<file path="src/rtl/lcd_blink_pkg.sv">
package lcd_blink_pkg;

  localparam int FREQ_W = 2;

  typedef enum logic [1:0] {
    MUX_STATIC = 2'd0,
    MUX_1TO2   = 2'd1,
    MUX_1TO3   = 2'd2,
    MUX_1TO4   = 2'd3
  } mux_mode_e;

  // A partner bank exists only in the two lowest multiplex modes.
  function automatic logic has_partner_bank(input logic [1:0] mode);
    return (mode == MUX_STATIC) || (mode == MUX_1TO2);
  endfunction

endpackage

</file>
<file path="src/rtl/lcd_blink_timebase.sv">
module lcd_blink_timebase #(
  parameter int BASE_DIV = 768,
  parameter int FREQ_W   = 2,
  localparam int BASE_W  = $clog2(BASE_DIV),
  localparam int PRE_W   = (2 ** FREQ_W) - 2
) (
  input  logic              clk,
  input  logic              rst_n,
  input  logic [FREQ_W-1:0] freq_code,
  input  logic              alt_mode,
  output logic [FREQ_W-1:0] freq_q,
  output logic              alt_q,
  output logic [BASE_W-1:0] base_cnt,
  output logic [PRE_W-1:0]  pre_cnt
);

  localparam logic [BASE_W-1:0] BASE_LAST = BASE_W'(BASE_DIV - 1);

  logic restart;

  // Any configuration change, or blinking off, holds the counters at zero.
  assign restart = (freq_code != freq_q) || (alt_mode != alt_q) ||
                   (freq_code == '0);

  always_ff @(posedge clk) begin
    if (!rst_n) begin
      freq_q   <= '0;
      alt_q    <= 1'b0;
      base_cnt <= '0;
      pre_cnt  <= '0;
    end else begin
      freq_q <= freq_code;
      alt_q  <= alt_mode;
      if (restart) begin
        base_cnt <= '0;
        pre_cnt  <= '0;
      end else if (base_cnt == BASE_LAST) begin
        base_cnt <= '0;
        pre_cnt  <= pre_cnt + 1'b1;
      end else begin
        base_cnt <= base_cnt + 1'b1;
      end
    end
  end

endmodule

</file>
<file path="src/rtl/lcd_blink_phase.sv">
module lcd_blink_phase #(
  parameter int BASE_DIV = 768,
  parameter int FREQ_W   = 2,
  localparam int BASE_W  = $clog2(BASE_DIV),
  localparam int PRE_W   = (2 ** FREQ_W) - 2,
  localparam int NTAP    = 2 ** FREQ_W
) (
  input  logic [FREQ_W-1:0] freq_q,
  input  logic [BASE_W-1:0] base_cnt,
  input  logic [PRE_W-1:0]  pre_cnt,
  output logic              active
);

  localparam logic [BASE_W-1:0] HALF = BASE_W'(BASE_DIV / 2);

  logic [NTAP-1:0] taps;

  // Code 0 never blinks; code 1 uses the upper half of the base count.
  assign taps[0] = 1'b0;
  assign taps[1] = (base_cnt >= HALF);

  // Higher codes double the period per step by taking a prescaler bit.
  for (genvar g = 0; g < PRE_W; g++) begin : g_tap
    assign taps[g+2] = pre_cnt[g];
  end

  assign active = taps[freq_q];

endmodule

</file>
<file path="src/rtl/lcd_blink_out.sv">
module lcd_blink_out
  import lcd_blink_pkg::*;
(
  input  logic       active,
  input  logic       alt_q,
  input  logic [1:0] mux_mode,
  input  logic       bank_cfg,
  input  logic       disp_en,
  output logic       blank,
  output logic       bank_sel
);

  logic swap_ok;

  assign swap_ok  = alt_q && has_partner_bank(mux_mode);
  assign blank    = !disp_en || (active && !swap_ok);
  assign bank_sel = bank_cfg ^ (active && swap_ok);

endmodule

</file>
<file path="src/rtl/lcd_blink_ctrl.sv">
module lcd_blink_ctrl #(
  parameter int BASE_DIV = 768,
  localparam int FREQ_W  = lcd_blink_pkg::FREQ_W,
  localparam int BASE_W  = $clog2(BASE_DIV),
  localparam int PRE_W   = (2 ** FREQ_W) - 2
) (
  input  logic              clk,
  input  logic              rst_n,
  input  logic [FREQ_W-1:0] freq_code,
  input  logic              alt_mode,
  input  logic [1:0]        mux_mode,
  input  logic              bank_cfg,
  input  logic              disp_en,
  output logic              blank,
  output logic              bank_sel
);

  logic [FREQ_W-1:0] freq_q;
  logic              alt_q;
  logic [BASE_W-1:0] base_cnt;
  logic [PRE_W-1:0]  pre_cnt;
  logic              active;

  lcd_blink_timebase #(.BASE_DIV(BASE_DIV), .FREQ_W(FREQ_W)) u_timebase (
    .clk       (clk),
    .rst_n     (rst_n),
    .freq_code (freq_code),
    .alt_mode  (alt_mode),
    .freq_q    (freq_q),
    .alt_q     (alt_q),
    .base_cnt  (base_cnt),
    .pre_cnt   (pre_cnt)
  );

  lcd_blink_phase #(.BASE_DIV(BASE_DIV), .FREQ_W(FREQ_W)) u_phase (
    .freq_q   (freq_q),
    .base_cnt (base_cnt),
    .pre_cnt  (pre_cnt),
    .active   (active)
  );

  lcd_blink_out u_out (
    .active   (active),
    .alt_q    (alt_q),
    .mux_mode (mux_mode),
    .bank_cfg (bank_cfg),
    .disp_en  (disp_en),
    .blank    (blank),
    .bank_sel (bank_sel)
  );

endmodule

</file>
<file path="config.mk">
export PLATFORM = sky130hd
export DESIGN_NAME = lcd_blink_ctrl
export DESIGN_NICKNAME = d
export VERILOG_FILES = /design/src/rtl/lcd_blink_pkg.sv /design/src/rtl/lcd_blink_timebase.sv /design/src/rtl/lcd_blink_phase.sv /design/src/rtl/lcd_blink_out.sv /design/src/rtl/lcd_blink_ctrl.sv
export SDC_FILE = /design/constraint.sdc
export NUM_CORES = 1
export LEC_CHECK = 0
export BUFFER_PORTS_ARGS = -buffer_cell sky130_fd_sc_hd__buf_2
export CAP_MARGIN = 20
export CORE_MARGIN = 8
export CORE_UTILIZATION = 25
export DETAILED_ROUTE_END_ITERATION = 8
export PLACE_DENSITY = 0.54
export RECOVER_POWER = 100
export SYNTH_ARGS = -nofsm -noshare
export SYNTH_HDL_FRONTEND = slang
export SYNTH_SLANG_ARGS = --single-unit
</file>
<file path="constraint.sdc">
create_clock -name clk -period 1.35 [get_ports clk]
set_clock_uncertainty 0.15 [all_clocks]
set_input_delay 0.0675 -clock clk [delete_from_list [all_inputs] [get_ports clk]]
set_output_delay 0.0675 -clock clk [all_outputs]
set_load 0.005 [all_outputs]
</file>
==> Word level (Yosys, flattened, before mapping) <==
Cells that the tools add are included.
{ "op_classes": {"n_addsub": 2, "order_cmp": 2, "n_eq_ne": 4, "n_mux": 2, "bitwise_logic": 2, "reduce_logical": 13} }
{ "ops": {"columns": ["op", "count"], "rows": [
  ["$add A10 B1 Y10 const B", 1],
  ["$eq A10 B10 Y1 const B", 1],
  ["$ge A10 B9 Y1 const B", 1],
  ["$logic_not A2 Y1", 2],
  ["$logic_or A1 B1 Y1", 4],
  ["$logic_and A1 B1 Y1", 3],
  ["$lt A2 B3 Y1 const B", 1],
  ["$reduce_or A3 Y1", 1],
  ["$add A2 B1 Y2 const B", 1],
  ["$bmux W1 S2", 1],
  ["$eq A2 B1 Y1 const B", 1],
  ["$logic_not A1 Y1", 2],
  ["$ne A2 B2 Y1", 1],
  ["$reduce_or A2 Y1", 1],
  ["$mux W1", 1],
  ["$ne A1 B1 Y1", 1],
  ["$not A1 Y1", 1],
  ["$xor A1 B1 Y1", 1]
]} }
{ "word_totals": {"register_bits": 15, "in_bits": 9, "output_inout_bits": 2, "elab_cells": 29} }

==> Logic depth before layout (Yosys ltp) <==
{ "depth": {"depth_word": 6, "mapped_depth": 6, "mapped_depth_nobuf": 5} }

==> By module <==
A second synthesis with hierarchy kept.
{ "unflattened": {"hier_cells": 74, "hier_area_um2": 719.4} }
{ "modules_own_cells": {"columns": ["mod", "n_inst", "cells_each", "area_per_inst_um2", "seq_area_each_um2"], "rows": [
  ["lcd_blink_timebase", 1, 65, 656.9, 300.3],
  ["lcd_blink_out", 1, 5, 31.3, 0.0],
  ["lcd_blink_phase", 1, 4, 31.3, 0.0]
]} }

==> Worst setup path after synthesis <==
Ideal clock, no wire load.
{ "synth_path": {"path_type": "reg2reg", "from": "register u_timebase.base_cnt[0]", "to": "register u_timebase.base_cnt[7]", "setup_ns": 0.115, "arrival_ns": 1.198, "required_ns": 1.085, "setup_slack_ns": -0.113, "stages_incl_launch_ff": 7, "path_buffers": 1, "period_less_slack_ns": 1.463, "path_cell_list": "dfxtp_1 -> ha_1 -> nand3_1 -> nor4_4 -> or2_1 -> buf_6 -> nor2_1"} }
{ "synth_between": {"elab_chain_cells": 2, "word_cells_on_any_way": 3, "cone_classes": "add/sub: 1; eq/ne: 1; reduce/logical: 1"} }
{ "synth_rtl": {"columns": ["item", "line", "text"], "rows": [
  ["start, declared", "lcd_blink_timebase.sv:13", "output logic [BASE_W-1:0] base_cnt,"],
  ["start signal, assigned", "lcd_blink_timebase.sv:41", "base_cnt <= base_cnt + 1'b1;"],
  ["branches (longest 2 deep; another with $add A10 B1 Y10)", null, null]
]} }
Several ways; the timed one is not identified.
A chain may end at the register's enable or synchronous reset.

==> Final worst setup path <==
{ "layout_path": {"from": "register u_timebase.freq_q[1]", "to": "output bank_sel"} }
{ "layout_between": {"elab_chain_cells": 4} }
{ "layout_rtl": {"columns": ["item", "line", "text"], "rows": [
  ["start, declared", "lcd_blink_timebase.sv:11", "output logic [FREQ_W-1:0] freq_q,"],
  ["start signal, assigned", "lcd_blink_timebase.sv:32", "freq_q <= freq_code;"],
  ["$bmux W1 S2", "lcd_blink_phase.sv:27", "assign active = taps[freq_q];"],
  ["$mux W1 (not written as such)", "lcd_blink_phase.sv:27", null],
  ["$logic_and A1 B1 Y1", "lcd_blink_out.sv:17", "assign bank_sel = bank_cfg ^ (active && swap_ok);"],
  ["$xor A1 B1 Y1", "lcd_blink_out.sv:17", null],
  ["end, declared", "lcd_blink_ctrl.sv:15", "output logic bank_sel"]
]} }
No other way between the ends. The select of a mux whose other input is x is not followed.

==> impl_metrics.ini <==
[placed_design]
hpwl_um = 1110
port_buffers = 9
routabilityCongestion = 0.754
place_area_um2 = 950

[setup_path]
end_kind = output pin
cp-startpoint = u_timebase.freq_q[1]
reg2regPathDepth = 5
start_kind = register
crit_fanout = 4
worstPathArrival_ps = 1450
r2r_setup_slack_ps = -100
r2r-end = u_timebase.base_cnt[6]
timing.rr.start = u_timebase.base_cnt[8]
worstPathRequired_ps = 1130
slowest_stage = dfxtp_4
max_stage_delay_ps = 370
path_class = register to output pin
crit_end = bank_sel
crit_chain = buf_6 > and3b_1 > a31oi_2 > nand2b_1 > xnor2_1 > buf_2

[detailed_routing]
post_drt_wl_per_cell_um = 10.6
wirelength_um = 1510
ant_nets = 0
drt_iter0_markers = 5
drtPass1Iterations = 4
viasPerCell = 4.41
route.vias.total = 631
drc = 0

[die]
num_rows = 19
start_util_pct = 26.2
die_h_um = 69.5
io_pins = 11
die_area_um2 = 4830
core_um2 = 2730
fp.dieW_um = 69.5

[cells_and_area]
syn2layout_area_growth_pct = 54.2
drive_above_1_share_pct = 49.1
final_cell_area_um2 = 1100
final_common_cell = buf_4
diodes = 0
fin_nets = 124
layout_common_cells = buf_4, xnor2_1, nor2_1
fill_cells = 272

[clocking]
clkLatencyLatePin_ps = 280
root_buffer = clkbuf_4
clk_pin_slew_ps = 100
cts_sinks = 15
cts_buffers = 3
cts_tree = yes
htreeDepth = 1
clock_path_buffers = 2

[power]
p_int_uw = 597
clkPwrFrac_pct = 33.5
p_sw_uw = 183
pwr_density_cell_nw_per_um2 = 707
irDropWorstVdd_uv = 616
leakage_nw = 0.425
power_switching_share_pct = 23.4
comb_power_share_pct = 8.4
p_seq_share_pct = 58.1

[synthesis]
syn_avg_cell_area_um2 = 9.42
yosys_warnings = 0
ys_ff_latch = 15
synth-edff-count = 0
synth_compound_area_share_pct = 4.02
synthArstFlopShare_pct = 0
synthFlopType = dfxtp_1
syn_area_um2 = 716
synth.area.mux_share_pct = 0
synth_cells = 76
synth.distinct_cells = 24
synthXorXnorAreaFrac_pct = 15.9
synth_top_family_by_area = simple AND/OR/NAND/NOR gates
synth_simple_gate_area_share_pct = 30.9
synth_area_leaders = dfxtp_1, xnor2_1, nor2_1
yosysTopAreaCell = dfxtp_1
syn_nets = 87
synth-seq-area-share_pct = 42.0
synthAdderAreaFrac_pct = 3.50
synth_top_area_share_pct = 42.0

[timing]
whs_ps = 61.9
grt_setup_unrepaired = yes
report.final.slew_viol_count = 0
max_freq_ghz = 0.601
tightest_slew_ps = 256
slew_headroom_pct = 82.8
period_share_pct = 123
setup_viol = 14
setup_ws_ps = -314
fin_crit_ps = 1660
timing_hold_violations_final = 0

[grt]
grt-ovfl-total = 0
grt_first_pass_wirelength_um = 2680
grt_max_degree = 10
grtUsageTotal_pct = 6.67
antenna_found_initial = 0
grt_pass1_vias = 653

[job]
maxCapViolCount = 0

[status]
violations = setup timing
status = complete, but fails checks

[min_path]
hp-class = input pin to register
-- layout make-up --
class	count	area (um2)	share of cell area (%)
multi-input combinational	56	460	41.7
sequential	15	313	28.3
timing repair buffer	33	249	22.6
tap	31	38.8	3.51
clock buffer	3	22.5	2.04
inverter	4	15.0	1.36
clock inverter	1	5.00	0.454
-- how the worst min path moves through the flow --
stage | startpoint | cells past startpoint | slack [ps] | end
after global routing | alt_mode | 5 | 90 | u_timebase.pre_cnt[1]
after floorplan | rst_n | 1 | 40 | u_timebase.alt_q
after detailed placement | alt_mode | 2 | 160 | u_timebase.alt_q
after CTS | freq_code[0] | 5 | 90 | u_timebase.pre_cnt[1]
final | freq_code[0] | 5 | 60 | u_timebase.pre_cnt[0]
after global placement | alt_mode | 2 | 150 | u_timebase.alt_q
-- logic make-up (layout without fill, tap and decap cells) --
| logic type | after synthesis | after routing |
|---|---|---|
| buf+inv | 5 | 41 |
| simple gates | 37 | 37 |
| flops | 15 | 15 |
| compound gates | 4 | 4 |
| xor+xnor | 13 | 13 |
| fa+ha+maj | 2 | 2 |
-- repair_timing --
| action | 4_1_cts | 5_1_grt |
|---|---|---|
| gates resized for setup | 8 | 16 |
| endpoints found under the hold margin | 3 | 0 |
| setup buffers | 1 | 1 |
| hold buffers | 4 | 0 |
| pin swaps | 3 | 11 |
| setup endpoints to repair | 14 | 14 |
-- state kept, by name, summed over array words and instances, names as in the netlist --
| signal | cells |
|---|---|
| u_timebase.base_cnt | 10 |
| u_timebase.freq_q | 2 |
| u_timebase.pre_cnt | 2 |
| u_timebase.alt_q | 1 |
-- critical path, delay by kind of cell, from the launching register on --
kind | cells | cell delay [ps]
AND/OR/NAND/NOR | 2 | 290
buffers and inverters | 2 | 240
flip-flops | 1 | 370
AO/OA/AOI/OAI | 1 | 140
XOR/XNOR | 1 | 110
-- metal layers --
layer	up-vias	share of wire, %	track usage [%]
li1	319	-	-
met1	306	45	7.07
met2	4	52	11.5
met3	2	0.59	0.858
met4	0	2.4	5.47
met5	-	0	0
-- synth_stat cells (2+ instances only) --
library cell	count
and2_1	4
dfxtp_1	15
ha_1	2
inv_1	4
nand2_1	2
nand2b_1	2
nand3_1	4
nor2_1	15
nor3_1	2
xnor2_1	10
xor2_1	3
-- power by group through the flow --
stage | sequential [mW] | clock (mW) | combinational [mW]
global route | 0.454 | 0.291 | 0.0718
floorplan | 0.463 | 0 | 0.0232
CTS | 0.454 | 0.272 | 0.0603
detailed placement | 0.464 | 0 | 0.0493
finish | 0.453 | 0.261 | 0.0655
global placement | 0.463 | 0 | 0.0474
-- metrics by stage --
| stage | util, % | instances | setup WS (ps) | power (mW) | setup TNS [ps] |
|---|---|---|---|---|---|
| final | 40.4 | 143 | -314 | 0.780 | -1260 |
| after global routing | 40.4 | 143 | -400 | 0.817 | -2220 |
| after detailed placement | 34.7 | 133 | -80.7 | 0.513 | -746 |
| after CTS | 38.1 | 142 | -369 | 0.787 | -1140 |
| after global placement | 34.7 | 133 | -45.0 | 0.511 | -373 |
| after floorplan | - | 76 | 0.0832 | 0.486 | 0 |
No activity file was read; power rests on OpenSTA's default activity.
